===== src/rtl/sdc_pkg.sv =====
// Shared constants and types for the split decade counter.
// Assumes a four-bit state split into a 1-bit low section and a 3-bit upper section.
package sdc_pkg;
    localparam int CNT_W       = 4;
    localparam int HI_W        = CNT_W - 1;
    localparam int DECADE_LAST = 4;

    typedef logic [HI_W-1:0] hi_t;

    // Bundle of all asynchronous inputs, synchronized together.
    typedef struct packed {
        logic             cnt_lo;
        logic             cnt_hi;
        logic             clear_n;
        logic             load_n;
        logic [CNT_W-1:0] data;
    } in_bus_t;

    localparam int BUS_W = $bits(in_bus_t);

    // Synchronizer reset image: counts low (no false fall), clear active, load idle.
    localparam in_bus_t BUS_IDLE = '{cnt_lo: 1'b0, cnt_hi: 1'b0, clear_n: 1'b0,
                                     load_n: 1'b1, data: '0};
endpackage


===== src/rtl/sdc_sync.sv =====
// Multi-stage synchronizer for a vector of asynchronous inputs.
// Assumes each bit is treated independently; reset loads RST_VAL into every stage.
module sdc_sync #(
    parameter int           W       = 8,
    parameter int           STAGES  = 2,
    parameter logic [W-1:0] RST_VAL = '0
) (
    input  logic         clk,
    input  logic         rst_n,
    input  logic [W-1:0] d,
    output logic [W-1:0] q
);
    logic [W-1:0] pipe [STAGES];

    for (genvar g = 0; g < STAGES; g++) begin : g_stage
        if (g == 0) begin : g_first
            // First stage captures the raw input.
            always_ff @(posedge clk) begin
                if (!rst_n) pipe[g] <= RST_VAL;
                else        pipe[g] <= d;
            end
        end else begin : g_next
            // Later stages shift the previous stage forward.
            always_ff @(posedge clk) begin
                if (!rst_n) pipe[g] <= RST_VAL;
                else        pipe[g] <= pipe[g-1];
            end
        end
    end

    assign q = pipe[STAGES-1];
endmodule


===== src/rtl/sdc_fall_det.sv =====
// Falling-edge detector on already synchronized levels.
// Assumes inputs are stable per clock; a fall is a registered 1 followed by a current 0.
module sdc_fall_det #(
    parameter int           W       = 2,
    parameter logic [W-1:0] RST_VAL = '0
) (
    input  logic         clk,
    input  logic         rst_n,
    input  logic [W-1:0] lvl,
    output logic [W-1:0] fall
);
    logic [W-1:0] prev;

    // Remember the previous level of each input.
    always_ff @(posedge clk) begin
        if (!rst_n) prev <= RST_VAL;
        else        prev <= lvl;
    end

    assign fall = prev & ~lvl;
endmodule


===== src/rtl/sdc_lo_stage.sv =====
// One-bit divide-by-two section.
// Assumes clr_n beats ld_n, which beats adv; all controls already synchronized.
module sdc_lo_stage (
    input  logic clk,
    input  logic rst_n,
    input  logic clr_n,
    input  logic ld_n,
    input  logic d,
    input  logic adv,
    output logic q
);
    // Apply the priority chain to the single toggle bit.
    always_ff @(posedge clk) begin
        if (!rst_n)      q <= 1'b0;
        else if (!clr_n) q <= 1'b0;
        else if (!ld_n)  q <= d;
        else if (adv)    q <= ~q;
    end
endmodule


===== src/rtl/sdc_hi_stage.sv =====
// Three-bit upper section: modulo five (decade) or modulo eight (binary).
// Assumes clr_n beats ld_n, which beats adv. In decade mode any state at or above
// the last valid value returns to zero on the next advance.
module sdc_hi_stage
    import sdc_pkg::*;
#(
    parameter bit BINARY = 1'b0
) (
    input  logic clk,
    input  logic rst_n,
    input  logic clr_n,
    input  logic ld_n,
    input  hi_t  d,
    input  logic adv,
    output hi_t  q
);
    hi_t q_step;

    if (BINARY) begin : g_bin
        // Plain wrap-around increment.
        always_comb q_step = q + hi_t'(1);
    end else begin : g_dec
        // Increment below the last valid state, otherwise return to zero.
        always_comb begin
            if (q >= hi_t'(DECADE_LAST)) q_step = '0;
            else                         q_step = q + hi_t'(1);
        end
    end

    // Apply the priority chain to the upper bits.
    always_ff @(posedge clk) begin
        if (!rst_n)      q <= '0;
        else if (!clr_n) q <= '0;
        else if (!ld_n)  q <= d;
        else if (adv)    q <= q_step;
    end
endmodule


===== src/rtl/split_decade_counter.sv =====
// Top level: synchronizes the external inputs, detects falling count edges and
// drives the two count sections. Assumes clk is much faster than every input
// and that inputs hold each level for at least two clk periods.
module split_decade_counter
    import sdc_pkg::*;
#(
    parameter bit UPPER_BINARY = 1'b0,
    parameter int SYNC_STAGES  = 2
) (
    input  logic             clk,
    input  logic             rst_n,
    input  logic             cnt_lo,
    input  logic             cnt_hi,
    input  logic             clear_n,
    input  logic             load_n,
    input  logic [CNT_W-1:0] din,
    output logic [CNT_W-1:0] q
);
    in_bus_t          raw_bus;
    in_bus_t          bus_s;
    logic [BUS_W-1:0] bus_s_vec;
    logic [1:0]       ticks_s;
    logic [1:0]       falls;
    logic             fall_lo;
    logic             fall_hi;
    logic             clr_n_s;
    logic             ld_n_s;
    logic [CNT_W-1:0] din_s;
    logic             q_lo;
    hi_t              q_hi;

    // Gather raw inputs into one bus for the synchronizer.
    always_comb begin
        raw_bus.cnt_lo  = cnt_lo;
        raw_bus.cnt_hi  = cnt_hi;
        raw_bus.clear_n = clear_n;
        raw_bus.load_n  = load_n;
        raw_bus.data    = din;
    end

    sdc_sync #(
        .W       (BUS_W),
        .STAGES  (SYNC_STAGES),
        .RST_VAL (BUS_IDLE)
    ) u_sync (
        .clk   (clk),
        .rst_n (rst_n),
        .d     (raw_bus),
        .q     (bus_s_vec)
    );

    assign bus_s   = in_bus_t'(bus_s_vec);
    assign ticks_s = {bus_s.cnt_hi, bus_s.cnt_lo};
    assign clr_n_s = bus_s.clear_n;
    assign ld_n_s  = bus_s.load_n;
    assign din_s   = bus_s.data;

    sdc_fall_det #(
        .W       (2),
        .RST_VAL (2'b00)
    ) u_edge (
        .clk   (clk),
        .rst_n (rst_n),
        .lvl   (ticks_s),
        .fall  (falls)
    );

    assign fall_lo = falls[0];
    assign fall_hi = falls[1];

    sdc_lo_stage u_lo (
        .clk   (clk),
        .rst_n (rst_n),
        .clr_n (clr_n_s),
        .ld_n  (ld_n_s),
        .d     (din_s[0]),
        .adv   (fall_lo),
        .q     (q_lo)
    );

    sdc_hi_stage #(
        .BINARY (UPPER_BINARY)
    ) u_hi (
        .clk   (clk),
        .rst_n (rst_n),
        .clr_n (clr_n_s),
        .ld_n  (ld_n_s),
        .d     (din_s[CNT_W-1:1]),
        .adv   (fall_hi),
        .q     (q_hi)
    );

    assign q = {q_hi, q_lo};
endmodule


===== config.mk =====
export PLATFORM = sky130hd
export DESIGN_NAME = split_decade_counter
export DESIGN_NICKNAME = d
export VERILOG_FILES = /design/src/rtl/sdc_pkg.sv /design/src/rtl/sdc_sync.sv /design/src/rtl/sdc_fall_det.sv /design/src/rtl/sdc_lo_stage.sv /design/src/rtl/sdc_hi_stage.sv /design/src/rtl/split_decade_counter.sv
export SDC_FILE = /design/constraint.sdc
export NUM_CORES = 1
export LEC_CHECK = 0
export BUFFER_PORTS_ARGS = -buffer_cell sky130_fd_sc_hd__clkbuf_2
export CORE_MARGIN = 8
export CORE_UTILIZATION = 50
export CTS_BUF_LIST = sky130_fd_sc_hd__clkbuf_16
export DETAILED_ROUTE_END_ITERATION = 8
export PLACE_DENSITY = 0.73
export SYNTH_ARGS = -nofsm -noshare
export SYNTH_HDL_FRONTEND = slang
export SYNTH_SLANG_ARGS = --single-unit

===== constraint.sdc =====
create_clock -name clk -period 3.3 [get_ports clk]
set_input_delay 0.66 -clock clk [delete_from_list [all_inputs] [get_ports clk]]
set_output_delay 0.66 -clock clk [all_outputs]
set_load 0.05 [all_outputs]

Word-level counts from Yosys, hierarchy flattened --
Memory sizes are Yosys's and may differ from the RTL's. Cells that the tools add are included.
Word-level totals: flip-flop bits (word level) 6, bits in latches 0, bits in writable memories 16, memory bits (read-only) 0, input bits 10, output and inout bits 4, word-level logic and storage cells 23, memories 1
Memories:
- u_sync.pipe | depth 2, width 8, read ports 2, clocked after memory_dff 0, write ports 2, line sdc_sync.sv:13 | logic [W-1:0] pipe [STAGES];
Operators by class: add/sub/neg operators 1, multipliers 0, divide/modulo/power cells 0, magnitude comparators 1, eq/ne operators 2, shift operators 0, muxes and demuxes 9, bitwise operators 5, reductions and logical operators 1
Operators with widths (count):
- $mux W8 | 2
- $mux W3 | 3
- $mux W1 | 4
- $ne A2 B1 Y1 const B | 2
- $add A3 B1 Y3 const B | 1
- $ge A3 B3 Y1 const B | 1
- $and A2 B2 Y2 | 1
- $not A2 Y2 | 1
- $or A1 B1 Y1 | 2
- $reduce_and A2 Y1 | 1
- $not A1 Y1 | 1

Logic depth before layout (Yosys ltp) --
depth after elaboration 4, depth in mapped cells 5, mapped depth without buffers 5

Modules after synthesis --
A second synthesis with hierarchy kept.
Unflattened totals: cell total of the unflattened synthesis 64, area, all modules 744.5 µm²
Modules (own cells, without submodules):
- sdc_sync | times used 1, cells each 33, area an instance 444.2 µm²
- sdc_hi_stage | times used 1, cells each 20, area an instance 182.7 µm²
- sdc_fall_det | times used 1, cells each 6, area an instance 68.8 µm²
- sdc_lo_stage | times used 1, cells each 4, area an instance 41.3 µm²
- split_decade_counter | times used 1, cells each 1, area an instance 7.5 µm²

Worst setup path before layout --
OpenSTA, ideal clock, no wires.
path kind reg-to-reg, from reg u_hi.q[0], to reg u_hi.q[1], library setup time 0.086 ns, data arrival time 1.457 ns, setup slack 1.758 ns, stages on the path, launching flop included 6, path buffers 0, cell sequence dfxtp_1 > inv_1 > ha_1 > and4bb_1 > a21oi_1 > a211oi_1
Between the ends: cells in the longest elaborated chain, start to end 4
RTL lines:
- from (decl) | line sdc_hi_stage.sv:15 | output hi_t q
- from (signal assigned) | line sdc_hi_stage.sv:35 | else if (adv) q <= q_step;
- $add A3 B1 Y3 / $ge A3 B3 Y1 (equally long branches) | line sdc_hi_stage.sv:26, sdc_hi_stage.sv:25
- $mux W3 (*) | line sdc_hi_stage.sv:25 | if (q >= hi_t'(DECADE_LAST)) q_step = '0;
- $mux W3 (*) | line sdc_hi_stage.sv:35
- $mux W3 (*) | line sdc_hi_stage.sv:34 | else if (!ld_n) q <= d;
Mark *: on every way between the ends. The rest lies on a longest branch, timed or not. The select of a mux whose other input is x is not followed. A chain may end at the register's enable or synchronous reset.

Worst setup path in the final report --
from reg u_hi.q[0], to out q[1]
RTL lines:
- to (decl) | line split_decade_counter.sv:17 | output logic [CNT_W-1:0] q
No word-level cell between the ends.

==> reports/metrics.csv <==
stage;metric;value;unit
synth;Syn Std Cell Area;731;sq um
global_routing;Total Routing Usage GR;7.83;%
clock_tree;Worst-path clk slew;50;ps
setup_path;CP startpoint kind;flip-flop;
timing;setup violators final;0;
global_routing;initial antenna violation count;0;
clock_tree;clk root buf;clkbuf_16;
clock_tree;H-Tree Depth;1;
synth;top-area cell type share of the netlist area;60.3;%
pwr;leakage power figure;0.384;nW
drt;drt first-iter violations;1;
clock_tree;post-cts resize count;0;
pwr;Pwr per Cell Area;619;nW/um^2
drt;antenna viol nets, final;0;
placement;Final Wtd Congestion;0.721;
timing;skew final;2.10;ps
clock_tree;Clock Sinks;22;
drt;routed vias;445;
setup_path;CP Capture Type;output pin;
timing;RSZ-0062 raised after global routing;no;
clock_tree;CTS Buf Count;3;
placement;PortBufs;13;
synth;Mean Syn Cell Area;11.2;sq um
setup_path;crit-path leading delay family;flip-flops;
timing;fin crit period;1610;ps
global_routing;first-pass GRT wire length;1.63;mm
synth;Netlist cell types;18;
synth;Post-synth EDFFs;0;
pwr;internal power;0.000446;W
synth;top-count cell post-synth;dfxtp_1;
timing;worst relative slew slack;81.4;%
global_routing;vias in the first global route;434;
worst_hold_path;Hold Crit Class;reg2reg;
status;status;completed;
floorplan;die area;2940;sq um
timing;Slew Limit Fails;0;
finish;Area Overhead vs Synth;19.3;%
finish;layout cell share with drive strength beyond 1;24.4;%
drt;vias per cell;4.78;
pwr;Combinational Power Share;3.4;%
setup_path;crit path kind;reg2out;
finish;Filler cells;110;
timing;Final Cycle Share;48.7;%
pwr;total chip power;0.000540;W
synth;top cell type by total area after synthesis;dfxtp_1;
pwr;part of the power in registers;51.8;%
timing;Fin Setup TNS;0;ps
timing;Final Hold Viols;0;
pwr;Peak supply drop;0.405;mV
clock_tree;Worst-Skew Late Latency;250;ps
floorplan;I/O Pins;14;
synth;register area share after synthesis;60.3;%
synth;Net Count, Synth;77;
setup_path;CP max FO;5;
floorplan;DIE WIDTH;54.2;um
setup_path;Worst Path Arrival;950;ps
floorplan;Initial Util;54.8;%
synth;synth top area cells;dfxtp_1 60%, and2_1 13%, and4bb_1 3.4%;
clock_tree;Post-CTS Setup Inserts;0;
pwr;switching power;0.0000938;W
timing;fmax;0.623;GHz
global_routing;largest net degree at the start of global routing;20;
floorplan;row count;13;
flow_run;Max Cap Viol;0;
finish;antenna cell count;0;
drt;WL/cell;10.3;um
setup_path;CP Cell Sequence;clkbuf_2;
finish;final net count;92;
global_routing;global route overflow;0;
synth;top post-synthesis cells by count;22 x dfxtp_1, 15 x and2_1, 5 x nor2_1;
setup_path;Buf/Inv on CP;1;
synth;synth warn;0;
clock_tree;CTS tree;done;
synth;Top FF cell, synth;dfxtp_1;
clock_tree;Bufs on Longest Clock Path;2;
clock_tree;hold_buf cts;0;
drt;DRC;0;
setup_path;Critical Path RT;2640;ps
drt;Routed WL;955;um
floorplan;Die Y;54.2;um
pwr;Clk pwr share;44.8;%
floorplan;core area;1330;sq um
timing;Worst Tran Pin Value;280;ps
synth;async set or reset register ratio after synthesis;0;%
setup_path;Slowest-stage cell, CP;dfxtp_1;
drt;total iterations of the first detailed-routing run;4;
synth;post-synthesis cell count;65;
setup_path;Worst path max stage delay;390;ps
synth;register bit total from synthesis;22;
pwr;Sw Share;17.4;%
## worst paths after layout
check | from | to | slack, ps | depth (start not counted)
worst max register to register | u_hi.q[0] | u_hi.q[1] | 2050 | 5
worst min register to register | u_sync.pipe[0][4] | u_sync.pipe[1][4] | 410 | 1
worst max-delay path | u_hi.q[0] | q[1] | 1690 | 1
worst min-delay path | u_sync.pipe[0][4] | u_sync.pipe[1][4] | 410 | 1
## flip-flops by register name (all words and copies together) (netlist names)
signal and count:
u_lo.q 1, u_edge.prev 2, u_hi.q 3, u_sync.pipe 16
## cells in the final DEF, fill, tap and decap left out, drive strengths merged
cell	instances
a211oi	4
a21oi	2
and2	16
and4bb	2
clkbuf	16
dfxtp	22
ha	2
inv	2
mux2i	1
nand2	1
nand2b	3
nor2	5
nor2b	1
xnor2	1
## power groups by stage
stage | clock [W] | sequential [W] | combinational (W)
after global placement | 0 | 0.000285 | 0.0000182
final | 0.000242 | 0.000280 | 0.0000186
after floorplan | 0 | 0.000284 | 0.0000123
after detailed placement | 0 | 0.000285 | 0.0000190
after CTS | 0.000246 | 0.000280 | 0.0000191
after global routing | 0.000259 | 0.000281 | 0.0000216
## metrics by stage
stage	utilization (%)	std cells	cell area (sq um)	hold WS (ps)	worst slack (ps)
after floorplan	-	65	731	386	1760
after global placement	59.8	90	797	391	1950
after detailed placement	59.8	90	797	400	1910
after CTS	65.4	93	872	411	1690
after global routing	65.4	93	872	437	1650
final	65.4	93	872	408	1690
## per-layer routing
layer | part of all wire [%] | global-route usage [%] | up-vias
met5 | 0 | 0 | -
met4 | 4.5 | 7.38 | 0
met3 | 6.4 | 3.25 | 4
met2 | 42 | 11.6 | 15
met1 | 47 | 8.18 | 191
li1 | - | - | 235
## final cells by class
| class | count | area, sq um | area share [%] |
|---|---|---|---|
| tap | 15 | 18.8 | 2.15 |
| timing repair buffer | 13 | 65.1 | 7.46 |
| sequential | 22 | 440 | 50.5 |
| inverter | 2 | 7.51 | 0.861 |
| clock buffer | 3 | 75.1 | 8.61 |
| multi-input combinational | 38 | 265 | 30.4 |
## logic make-up (layout without fill, tap and decap cells)
| logic type | Yosys count | in the layout | synth area share (%) |
|---|---|---|---|
| and+or+nand+nor | 28 | 28 | 24.1 |
| buffers and inverters | 5 | 18 | 3.42 |
| AOI/OAI and AO/OA | 6 | 6 | 6.16 |
| adders and majority gates | 2 | 2 | 3.42 |
| xor gates and xnor gates | 1 | 1 | 1.20 |
| muxes | 1 | 1 | 1.37 |
| DFF | 22 | 22 | 60.3 |
(Power assumes the default switching activity.)
